<file path="src/rtl/sem_irq_pkg.sv">
package sem_irq_pkg;
    typedef enum logic [1:0] {
        SEM_FREE  = 2'd0,
        SEM_HELD0 = 2'd1,
        SEM_HELD1 = 2'd2
    } sem_state_t;

    // word indices (byte offset / 4) of the per-port control registers
    localparam int STATUS_WORD = 4;
    localparam int ENABLE_WORD = 5;
endpackage

</file>
<file path="src/rtl/sem_cell.sv">
module sem_cell
    import sem_irq_pkg::*;
(
    input  logic clk,
    input  logic rst_n,
    input  logic claim0,
    input  logic claim1,
    input  logic rel0,
    input  logic rel1,
    output logic grant0,
    output logic grant1,
    output logic freed0,
    output logic freed1
);
    sem_state_t state_q, state_d;

    always_ff @(posedge clk) begin
        if (!rst_n) state_q <= SEM_FREE;
        else        state_q <= state_d;
    end

    // next-state process
    always_comb begin
        state_d = state_q;
        unique case (state_q)
            SEM_FREE: begin
                if (claim0)      state_d = SEM_HELD0;
                else if (claim1) state_d = SEM_HELD1;
            end
            SEM_HELD0: if (rel0) state_d = SEM_FREE;
            SEM_HELD1: if (rel1) state_d = SEM_FREE;
            default:             state_d = SEM_FREE;
        endcase
    end

    // output process: claim results and release events
    always_comb begin
        grant0 = 1'b0;
        grant1 = 1'b0;
        freed0 = 1'b0;
        freed1 = 1'b0;
        unique case (state_q)
            SEM_FREE: begin
                grant0 = claim0;
                grant1 = claim1 && !claim0;
            end
            SEM_HELD0: freed0 = rel0;
            SEM_HELD1: freed1 = rel1;
            default: ;
        endcase
    end
endmodule

</file>
<file path="src/rtl/irq_bank.sv">
module irq_bank #(
    parameter int NUM_SEM = 3
) (
    input  logic               clk,
    input  logic               rst_n,
    input  logic [NUM_SEM-1:0] set_i,
    input  logic               clr_we,
    input  logic [NUM_SEM-1:0] clr_mask,
    input  logic               en_we,
    input  logic [NUM_SEM-1:0] en_val,
    output logic [NUM_SEM-1:0] status_o,
    output logic [NUM_SEM-1:0] enable_o,
    output logic               irq_o
);
    logic [NUM_SEM-1:0] status_q, enable_q, clr_eff;

    assign clr_eff = clr_we ? clr_mask : '0;

    always_ff @(posedge clk) begin
        if (!rst_n) begin
            status_q <= '0;
            enable_q <= '0;
        end else begin
            status_q <= (status_q & ~clr_eff) | set_i;
            if (en_we) enable_q <= en_val;
        end
    end

    assign status_o = status_q;
    assign enable_o = enable_q;
    assign irq_o    = |(status_q & enable_q);
endmodule

</file>
<file path="src/rtl/sem_irq_ctl.sv">
module sem_irq_ctl
    import sem_irq_pkg::*;
#(
    parameter int NUM_SEM = 3,
    parameter int DATA_W  = 32,
    parameter int ADDR_W  = 5
) (
    input  logic              clk,
    input  logic              rst_n,
    input  logic              sel0,
    input  logic              wr0,
    input  logic [ADDR_W-1:0] addr0,
    input  logic [DATA_W-1:0] wdata0,
    output logic [DATA_W-1:0] rdata0,
    input  logic              sel1,
    input  logic              wr1,
    input  logic [ADDR_W-1:0] addr1,
    input  logic [DATA_W-1:0] wdata1,
    output logic [DATA_W-1:0] rdata1,
    output logic              intreq0,
    output logic              intreq1
);
    localparam int NPORT  = 2;
    localparam int WORD_W = ADDR_W - 2;

    logic              sel_v   [NPORT];
    logic              wr_v    [NPORT];
    logic [WORD_W-1:0] word_v  [NPORT];
    logic [DATA_W-1:0] wdat_v  [NPORT];
    logic [DATA_W-1:0] rd_val  [NPORT];
    logic [DATA_W-1:0] rdata_q [NPORT];
    logic              irq_v   [NPORT];

    logic [NUM_SEM-1:0] claim_v  [NPORT];
    logic [NUM_SEM-1:0] rel_v    [NPORT];
    logic [NUM_SEM-1:0] grant_v  [NPORT];
    logic [NUM_SEM-1:0] freed_v  [NPORT];
    logic [NUM_SEM-1:0] status_v [NPORT];
    logic [NUM_SEM-1:0] enable_v [NPORT];

    assign sel_v[0]  = sel0;
    assign wr_v[0]   = wr0;
    assign word_v[0] = addr0[ADDR_W-1:2];
    assign wdat_v[0] = wdata0;
    assign sel_v[1]  = sel1;
    assign wr_v[1]   = wr1;
    assign word_v[1] = addr1[ADDR_W-1:2];
    assign wdat_v[1] = wdata1;

    genvar p, k;
    generate
        for (p = 0; p < NPORT; p++) begin : g_port
            for (k = 0; k < NUM_SEM; k++) begin : g_dec
                assign claim_v[p][k] = sel_v[p] && !wr_v[p] && (word_v[p] == WORD_W'(k));
                assign rel_v[p][k]   = sel_v[p] && wr_v[p] && (word_v[p] == WORD_W'(k))
                                       && !wdat_v[p][0];
            end

            irq_bank #(.NUM_SEM(NUM_SEM)) u_bank (
                .clk      (clk),
                .rst_n    (rst_n),
                .set_i    (grant_v[1-p] | freed_v[1-p]),
                .clr_we   (sel_v[p] && wr_v[p] && (word_v[p] == WORD_W'(STATUS_WORD))),
                .clr_mask (wdat_v[p][NUM_SEM-1:0]),
                .en_we    (sel_v[p] && wr_v[p] && (word_v[p] == WORD_W'(ENABLE_WORD))),
                .en_val   (wdat_v[p][NUM_SEM-1:0]),
                .status_o (status_v[p]),
                .enable_o (enable_v[p]),
                .irq_o    (irq_v[p])
            );

            always_comb begin
                rd_val[p] = '0;
                if (int'(word_v[p]) < NUM_SEM)
                    rd_val[p][0] = |grant_v[p];
                else if (word_v[p] == WORD_W'(STATUS_WORD))
                    rd_val[p][NUM_SEM-1:0] = status_v[p];
                else if (word_v[p] == WORD_W'(ENABLE_WORD))
                    rd_val[p][NUM_SEM-1:0] = enable_v[p];
            end

            always_ff @(posedge clk) begin
                if (!rst_n)                      rdata_q[p] <= '0;
                else if (sel_v[p] && !wr_v[p])   rdata_q[p] <= rd_val[p];
                else                             rdata_q[p] <= '0;
            end
        end

        for (k = 0; k < NUM_SEM; k++) begin : g_sem
            sem_cell u_cell (
                .clk    (clk),
                .rst_n  (rst_n),
                .claim0 (claim_v[0][k]),
                .claim1 (claim_v[1][k]),
                .rel0   (rel_v[0][k]),
                .rel1   (rel_v[1][k]),
                .grant0 (grant_v[0][k]),
                .grant1 (grant_v[1][k]),
                .freed0 (freed_v[0][k]),
                .freed1 (freed_v[1][k])
            );
        end
    endgenerate

    assign rdata0  = rdata_q[0];
    assign rdata1  = rdata_q[1];
    assign intreq0 = irq_v[0];
    assign intreq1 = irq_v[1];
endmodule

</file>
<file path="config.mk">
export PLATFORM = sky130hd
export DESIGN_NAME = sem_irq_ctl
export DESIGN_NICKNAME = d
export VERILOG_FILES = /design/src/rtl/sem_irq_pkg.sv /design/src/rtl/sem_cell.sv /design/src/rtl/irq_bank.sv /design/src/rtl/sem_irq_ctl.sv
export SDC_FILE = /design/constraint.sdc
export NUM_CORES = 1
export LEC_CHECK = 0
export ABC_AREA = 1
export BUFFER_PORTS_ARGS = -buffer_cell sky130_fd_sc_hd__clkbuf_2
export CAP_MARGIN = 20
export CORE_MARGIN = 4
export CORE_UTILIZATION = 39
export CTS_CLUSTER_SIZE = 12
export DETAILED_ROUTE_END_ITERATION = 6
export PLACE_DENSITY = 0.82
export SYNTH_ARGS = -nofsm -noshare
export SYNTH_HDL_FRONTEND = slang
export SYNTH_SLANG_ARGS = --single-unit
</file>
<file path="constraint.sdc">
create_clock -name clk -period 1.3 [get_ports clk]
set_input_delay 0.13 -clock clk [delete_from_list [all_inputs] [get_ports clk]]
set_output_delay 0.13 -clock clk [all_outputs]
set_load 0.03 [all_outputs]
</file>
==> results of run 1 <==
[area by class of cell]
type                       instances  area share [%]
clock buffer                       3           2.308
sequential                        24           30.21
tap                               52           3.636
inverter                          35           7.343
multi-input combinational        193           48.67
timing repair buffer              27           7.832
[critical path, cell delays in order, from the launching register on]
cell and delay (ps):
dfxtp_1 320, inv_1 60, o221ai_1 190, clkbuf_2 240
[routing by layer]
| metal | wire [um] | global-route usage [%] |
|---|---|---|
| met1 | 1233 | 12.51 |
| met2 | 1685 | 21.08 |
| met3 | 265 | 1.602 |
| met4 | 65 | 5.243 |
| met5 | 0 | 0 |
[path summary, 6_finish.rpt]
kind / from / to / cells after the start
setup / recovery: g_port[1].u_bank.enable_o[0] / intreq1 / 3
hold / removal: wdata1[1] / g_port[1].u_bank.enable_o[1] / 3
setup reg to reg: g_sem[1].u_cell.state_q[1] / rdata_q[0][0] / 5
hold reg to reg: g_port[1].u_bank.enable_o[2] / g_port[1].u_bank.enable_o[2] / 2
[flip-flops by register name, indices dropped and copies added (netlist names)]
register / count
g_port.u_bank.status_o: 6
g_port.u_bank.enable_o: 6
g_sem.u_cell.state_q: 6
rdata_q: 6
[where the power goes]
part	switching, mW	internal [mW]
registers	0.00815	0.783
clock network	0.218	0.207
logic	0.349	0.0610
[cell families after synthesis]
family | count (synthesis) | synth area share (%)
compound gates | 38 | 11.73
simple gates | 91 | 24.09
flops | 24 | 30.70
buf+inv | 95 | 33.05
other cells | 2 | 0.4266
[stage by stage]
stage	hold slack, ps	instances	area [um^2]	power, mW
after floorplan	227.6	312	1993	1.276
after global placement	434.1	331	1748	1.208
after detailed placement	450.9	331	1748	1.211
after CTS	176.2	334	1789	1.636
after global routing	198.3	334	1789	1.701
final	174.8	334	1789	1.626
[placed cells by master, fill, tap and decap left out]
master    count
o21ai_2       1
o22ai_1       4
buf_4         2
nand4_1       6
nand3_2       2
conb_1       64
nand3_1      19
edfxtp_1      6
nor2_4        2
clkbuf_2     25
nor2_1       25
nor3_1        3
or2_4         1
o21ai_0      13
dfxtp_1      18
nand2_1      30
inv_1        35
o221ai_1      2
a21oi_1      18
clkbuf_8      3
nor2_2        3
==> results.json, run 1 <==
{
  "cts_hold_buf": 0,
  "clockRootBuffer": "clkbuf_8",
  "cts_made_buffers": 3,
  "ctsResizeCount": 0,
  "antenna_found_initial": 0,
  "crit_type": "reg2out",
  "startpoint_type": "register",
  "p_per_area_nw_per_um2": 908.5,
  "hold_viol_final": 0,
  "finalCritPeriodShare_pct": 91.64,
  "synth_async_sr_flop_share_pct": 0,
  "drive_gt1_share_pct": 13.83,
  "drt_first_iter_violations": 95,
  "critPathRequiredTime_ps": 1170,
  "synth_common_cells": "buf_4, inv_1, nand2_1",
  "multiInputGateArea_um2": 870.8,
  "dp_slack_ps": 91.73,
  "postSynthCellCount": 250,
  "initial_core_util_pct": 40.43,
  "post-cts-setup-buffers": 0,
  "nets": 364,
  "fillers": 455,
  "setup_violations": 0,
  "clock_latency_ps": 260,
  "yosysTopAreaCell": "buf_4",
  "fin_skew_ps": 4.759,
  "clk_pin_slew_worst_paths_ps": 80,
  "synth-seq-area-share_pct": 30.70,
  "regArea_um2": 540.5,
  "synth_top_area_share_pct": 24.73,
  "rsz0062_at_grt": "false",
  "layout_setup_ws_ps": 108.6,
  "synthFlopType": "dfxtp_1",
  "vias": 1422,
  "ant_nets": 0,
  "p_leak_nw": 0.8779,
  "grt_overflow": 0,
  "die-area_um2": 5653,
  "worst-r2r-setup-slack_ps": 230,
  "ir_drop_v": 0.0003188,
  "avgSynthCellArea_um2": 7.042,
  "dp.final_hpwl_mm": 2.762,
  "core_area_um2": 4354,
  "gp_congestion": 0.9186,
  "die_h_um": 75.19,
  "synth_edf_count": 6,
  "grt_pass1_vias": 1219,
  "post-route-min-period_ps": 1191,
  "status": "complete, no violations",
  "setup_tns_ps": 0,
  "yosys_register_bits": 24,
  "end_kind": "output port",
  "htreeDepth": 1,
  "clock_sinks": 24,
  "ys_types": 21,
  "cts_tree": "done",
  "yosysMostFrequentCell": "buf_4",
  "syn_to_final_growth_pct": 1.635,
  "die_x_um": 75.19,
  "ys_warn_count": 0,
  "cap_violations": 0,
  "wl_mm": 3.250,
  "antenna_cells": 0,
  "grt_max_degree": 13,
  "ios": 146,
  "fmax_ghz": 0.8394,
  "vias_per_cell": 4.257,
  "row_count": 24,
  "synth_area_leaders": "buf_4, dfxtp_1, edfxtp_1",
  "hold_path_class": "in2reg",
  "worstPathArrival_ps": 1060,
  "grt_pass1_wl_mm": 4.961,
  "syn_area_um2": 1760,
  "critPathMaxFanout": 3,
  "final_max_slew_viol_count": 0,
  "placement.io_buffers": 25,
  "cts.path.max_buffers": 2,
  "wl_per_cell_um": 9.731,
  "first_pass_iters": 4,
  "route.detailed.drc": 0,
  "track_usage_pct": 11.30,
  "fin_util_pct": 41.09
}
Power figures use the tool's default switching activity.
==> run 2, diff against run 1 <==
--- a/config.mk
+++ b/config.mk
@@ -11,6 +11,6 @@
 export CORE_MARGIN = 4
-export CORE_UTILIZATION = 39
+export CORE_UTILIZATION = 38
 export CTS_CLUSTER_SIZE = 12
 export DETAILED_ROUTE_END_ITERATION = 6
-export PLACE_DENSITY = 0.82
+export PLACE_DENSITY = 0.8
 export SYNTH_ARGS = -nofsm -noshare
==> constraint.sdc (replaced) <==
create_clock -name clk -period 1.41 [get_ports clk]
set_input_delay 0 -clock clk [delete_from_list [all_inputs] [get_ports clk]]
set_output_delay 0 -clock clk [all_outputs]
set_load 0.03 [all_outputs]
==> run 2 against run 1 <==
  * Final cell count up 0.30%
  * Hold slack worse by 140 ps
  * Combinational power down 7.3%
  * Clock skew barely moved
  * Highest routed layer unchanged
  * Power decreased by 6.7%
  * Register-to-register slack gained 70 ps
  * Clock-buffer cell count unchanged
  * Non-clock buffer count unchanged
  * Sequential power fell by 7.8%
  * Via count is 3.0% higher
  * Wire length up 4.5%
  * Largest power group unchanged
  * First-iteration DRC count fell by 15%
==> results.json, run 2 (synthesized netlist as in run 1, its figures left out) <==
{
  "status": "complete, no violations",
  "p_per_area_nw_per_um2": 845.5,
  "grt_pass1_vias": 1338,
  "ir_drop_v": 0.0003086,
  "cts_hold_buf": 0,
  "track_usage_pct": 10.96,
  "vias": 1464,
  "syn_to_final_growth_pct": 1.848,
  "route.detailed.drc": 0,
  "startpoint_type": "register",
  "nets": 364,
  "ctsResizeCount": 0,
  "final_max_slew_viol_count": 0,
  "wl_mm": 3.396,
  "hp-start": "wdata0[2]",
  "p_seq_share_pct": 48.1,
  "clk_pin_slew_worst_paths_ps": 80,
  "worst-r2r-setup-slack_ps": 300,
  "hold_path_class": "in2reg",
  "worstPathArrival_ps": 1240,
  "first_pass_iters": 4,
  "drt_first_iter_violations": 81,
  "grt_pass1_wl_mm": 5.430,
  "p_leak_nw": 0.8794,
  "clockRootBuffer": "clkbuf_8",
  "antenna_cells": 0,
  "core_area_um2": 4414,
  "fmax_ghz": 0.8984,
  "grt_use_met3_pct": 1.891,
  "crit_type": "reg2reg",
  "rsz0062_at_grt": "false",
  "ant_nets": 0,
  "wl_per_cell_um": 10.14,
  "gp_congestion": 0.8599,
  "combPwrFrac_pct": 25.0,
  "cts.path.max_buffers": 2,
  "fin_util_pct": 40.62,
  "cts_made_buffers": 3,
  "hold_viol_final": 0,
  "setup_tns_ps": 0,
  "grt.met1_usage_pct": 11.51,
  "busiest_layer": "met2",
  "post-route-min-period_ps": 1113,
  "grtUsageMet2_pct": 20.72,
  "cp-startpoint": "g_sem[1].u_cell.state_q[1]",
  "final_common_cell": "conb_1",
  "clock_latency_ps": 270,
  "vias_per_cell": 4.370,
  "worstSetupEndpoint": "rdata_q[0][0]",
  "row_count": 24,
  "drive_gt1_share_pct": 13.78,
  "post-cts-setup-buffers": 0,
  "htreeDepth": 1,
  "antenna_found_initial": 0,
  "dp.final_hpwl_mm": 2.799,
  "grt_max_degree": 14,
  "p_switching_mw": 0.5435,
  "reg2reg_to": "rdata_q[0][0]",
  "die-area_um2": 5786,
  "swShare_pct": 35.85,
  "ios": 146,
  "critPathMaxFanout": 4,
  "cap_violations": 0,
  "pwr-share-clk_pct": 26.8,
  "critPathRequiredTime_ps": 1540,
  "end_kind": "register",
  "setup_violations": 0,
  "placement.io_buffers": 25,
  "die_h_um": 76.07,
  "clock_sinks": 24,
  "worstRegToRegCells": 5,
  "fin_skew_ps": 5.235,
  "initial_core_util_pct": 39.88,
  "worstReg2RegStart": "g_sem[1].u_cell.state_q[1]",
  "die_x_um": 76.07,
  "layout_common_cells": "conb_1, inv_1, nand2_1",
  "grt_overflow": 0,
  "p_int_mw": 0.9724,
  "finalCritPeriodShare_pct": 78.94,
  "cts_tree": "done"
}
-- run 2: power by group through the flow --
| stage | clock network, mW | registers [mW] | logic, mW |
|---|---|---|---|
| floorplan | 0 | 0.758 | 0.419 |
| global placement | 0 | 0.745 | 0.369 |
| finish | 0.407 | 0.729 | 0.380 |
| CTS | 0.421 | 0.730 | 0.372 |
| detailed placement | 0 | 0.746 | 0.371 |
| global route | 0.449 | 0.732 | 0.408 |
-- run 2: worst min path at each step --
stage                                              end  slack, ps  cells after the start
final                     g_port[0].u_bank.enable_o[2]         40                      3
after global routing      g_port[0].u_bank.enable_o[2]         50                      3
after CTS                 g_port[0].u_bank.enable_o[2]         30                      3
after detailed placement  g_port[0].u_bank.enable_o[2]        310                      3
after global placement    g_port[1].u_bank.enable_o[2]        300                      3
after floorplan           g_port[0].u_bank.status_o[0]        100                      2
-- run 2: area by class of cell --
class                   instances  area [um^2]
clock inverters                 1        3.754
flip-flops and latches         24        540.5
repair buffers                 27        140.1
clock buffers                   3        41.29
multi-input cells             193        870.8
inverters                      35        131.4
well taps                      52        65.06
fillers                       461         2621
-- run 2: routing by layer --
metal  routed length, um  part of all wire [%]
met2                1758                    52
met4                  79                   2.3
met5                   0                     0
met1                1259                    37
met3                 298                   8.8
-- run 2: critical path: stages (launching register included) --
cell and delay (ps):
dfxtp_1 350, nor2_1 160, nand4_1 190, nand2_1 120
nor2_1 50, nor2_1 110
-- run 2: metrics by stage --
step | instances | instance area [um^2] | setup slack (ps) | power (mW) | hold WS, ps
global placement | 331 | 1748 | 351.8 | 1.114 | 304.1
detailed placement | 331 | 1748 | 329.2 | 1.117 | 314.3
global route | 335 | 1793 | 226.8 | 1.588 | 47.81
CTS | 335 | 1793 | 315.6 | 1.523 | 33.96
floorplan | 312 | 1993 | 468.5 | 1.177 | 97.63
finish | 335 | 1793 | 297.0 | 1.516 | 39.20
==> run 3, diff against run 2 <==
CORE_UTILIZATION = 35   (was 38)
PLACE_DENSITY = 0.78   (was 0.8)
clock period = 1 ns   (was 1.41 ns; I/O delays follow)
==> run 3 against run 2 <==
  * The flow now finishes with violations (negative setup slack)
  * Hold slack improved by 11 ps
  * Via count increased by 3.6%
  * Sequential cell count is the same
  * Clock power is 41% higher
  * Non-clock buffer count grew 14
  * Sequential share of layout area fell by 2.2 points
  * Die area up 7.6%
  * Largest cell class unchanged
  * Largest power group unchanged
  * Highest routed layer unchanged
==> results.json, run 3 (synthesized netlist as in run 1, its figures left out) <==
{
  "worstPathArrival_ps": 1010,
  "critPathRequiredTime_ps": 1000,
  "crit_family": "flip-flops",
  "slowest_delay_ps": 330,
  "clock_latency_ps": 260,
  "fin_skew_ps": 1.775,
  "crit_type": "reg2out",
  "ios": 146,
  "cts_made_buffers": 3,
  "hold_path_class": "in2reg",
  "wl_per_cell_um": 9.669,
  "status": "finished with violations",
  "cts_hold_buf": 0,
  "dp_slack_ps": -18.32,
  "route.detailed.drc": 0,
  "failed_checks": "negative setup slack",
  "vias": 1517,
  "final_max_slew_viol_count": 0,
  "final_cell_area_um2": 1969,
  "grt_pass1_vias": 1332,
  "post-route-min-period_ps": 1005,
  "min_to": "g_port[1].u_bank.enable_o[0]",
  "die_x_um": 78.92,
  "placement.io_buffers": 25,
  "path_cells": "inv_2 -> o221ai_2 -> clkbuf_8",
  "antenna_cells": 0,
  "die_h_um": 78.92,
  "ant_nets": 0,
  "worstReg2RegStart": "g_sem[0].u_cell.state_q[1]",
  "critPathMaxFanout": 3,
  "antenna_found_initial": 0,
  "track_usage_pct": 10.70,
  "reg2reg_to": "rdata_q[0][0]",
  "row_count": 25,
  "hold_viol_final": 0,
  "gp_congestion": 0.8906,
  "cts.path.max_buffers": 2,
  "layout_common_cells": "conb_1, inv_1, nand2_1",
  "crit_slowest_cell": "dfxtp_2",
  "syn_to_final_growth_pct": 11.87,
  "grt_max_degree": 13,
  "clockRootBuffer": "clkbuf_8",
  "rsz0062_at_grt": "true",
  "wl_mm": 3.510,
  "worst-r2r-setup-slack_ps": 10,
  "finalCritPeriodShare_pct": 100.5,
  "drt_first_iter_violations": 103,
  "drive_gt1_share_pct": 24.32,
  "clock_sinks": 24,
  "initial_core_util_pct": 36.78,
  "hp-start": "wdata1[0]",
  "end_kind": "output port",
  "final_common_cell": "conb_1",
  "startpoint_type": "register",
  "p_per_area_nw_per_um2": 1099,
  "cap_violations": 0,
  "die-area_um2": 6228,
  "setup_violations": 1,
  "core_area_um2": 4786,
  "worstRegToRegCells": 5,
  "fmax_ghz": 0.9948,
  "clk_pin_slew_worst_paths_ps": 80,
  "nets": 378,
  "grt_overflow": 0,
  "vias_per_cell": 4.179,
  "htreeDepth": 1,
  "p_leak_nw": 0.9636,
  "critical_path_buf_inv_count": 2,
  "ir_drop_v": 0.0005290,
  "post_dp_cell_area_um2": 1857,
  "grt_pass1_wl_mm": 5.402,
  "layout_setup_ws_ps": -5.271,
  "dp.final_hpwl_mm": 2.841,
  "cts_tree": "done",
  "first_pass_iters": 4,
  "min_path_cells": 3
}
==> run 3: cell types whose count changed in the layout (fill, tap and decap cells not counted), sizes merged <==
cell	before	now
buf	2	16
clkinv	1	0
==> run 3: how the worst max path moves through the flow <==
| stage | slack (ps) | cells past startpoint | to | start |
|---|---|---|---|---|
| 6_report | -5 | 3 | intreq1 | g_port[1].u_bank.enable_o[0] |
| 5_1_grt | -90 | 5 | rdata_q[0][0] | g_sem[1].u_cell.state_q[0] |
| 4_1_cts | -20 | 3 | intreq1 | g_port[1].u_bank.status_o[0] |
| 3_5_place_dp | -20 | 5 | rdata_q[0][0] | g_sem[1].u_cell.state_q[1] |
| 3_3_place_gp | -20 | 5 | rdata_q[0][0] | g_sem[1].u_cell.state_q[1] |
| 2_1_floorplan | 60 | 5 | rdata_q[1][0] | g_sem[0].u_cell.state_q[1] |
==> run 3: metrics by stage <==
stage          hold WS (ps)  total power, mW  utilization (%)  cells  setup TNS (ps)
2_1_floorplan         97.63            1.659                -    312               0
3_3_place_gp          308.6            1.589            38.80    358          -21.98
3_5_place_dp          316.8            1.593            38.80    358          -18.32
4_1_cts               43.05            2.159            40.60    362          -19.76
5_1_grt               67.44            2.256            41.15    363          -303.0
6_report              50.53            2.164            41.15    363          -5.271
==> run 3: report_power, final <==
group	total [mW]	internal (mW)	switching, mW	leakage (nW)
clock network	0.572	0.269	0.302	0.0216
logic	0.563	0.0995	0.464	0.731
registers	1.03	1.02	0.0106	0.211
==> run 3: tightest hold or removal path: cells and delay by family <==
family          cells  cell delay (ps)
compound gates      2              180
buf+inv             1              100
==> run 3: cell type report <==
type / instances / area (um^2)
clock buffer: 3 / 41.29
fill: 500 / 2816
inverter: 35 / 131.4
multi-input combinational: 193 / 899.6
sequential: 24 / 550.5
tap: 67 / 83.83
timing repair buffer: 41 / 262.8
==> run 3: what timing repair did <==
action	in CTS	in global routing
hold endpoints to repair	0	0
pin swaps	3	7
endpoints found under the setup margin	4	10
buffers inserted	1	1
resized for setup	13	13
==> run 3: metal layers <==
| layer | global-route usage [%] | routed length (um) |
|---|---|---|
| met1 | 11.85 | 1328 |
| met2 | 20.20 | 1822 |
| met3 | 1.701 | 340 |
| met4 | 4.296 | 19 |
| met5 | 0 | 0 |
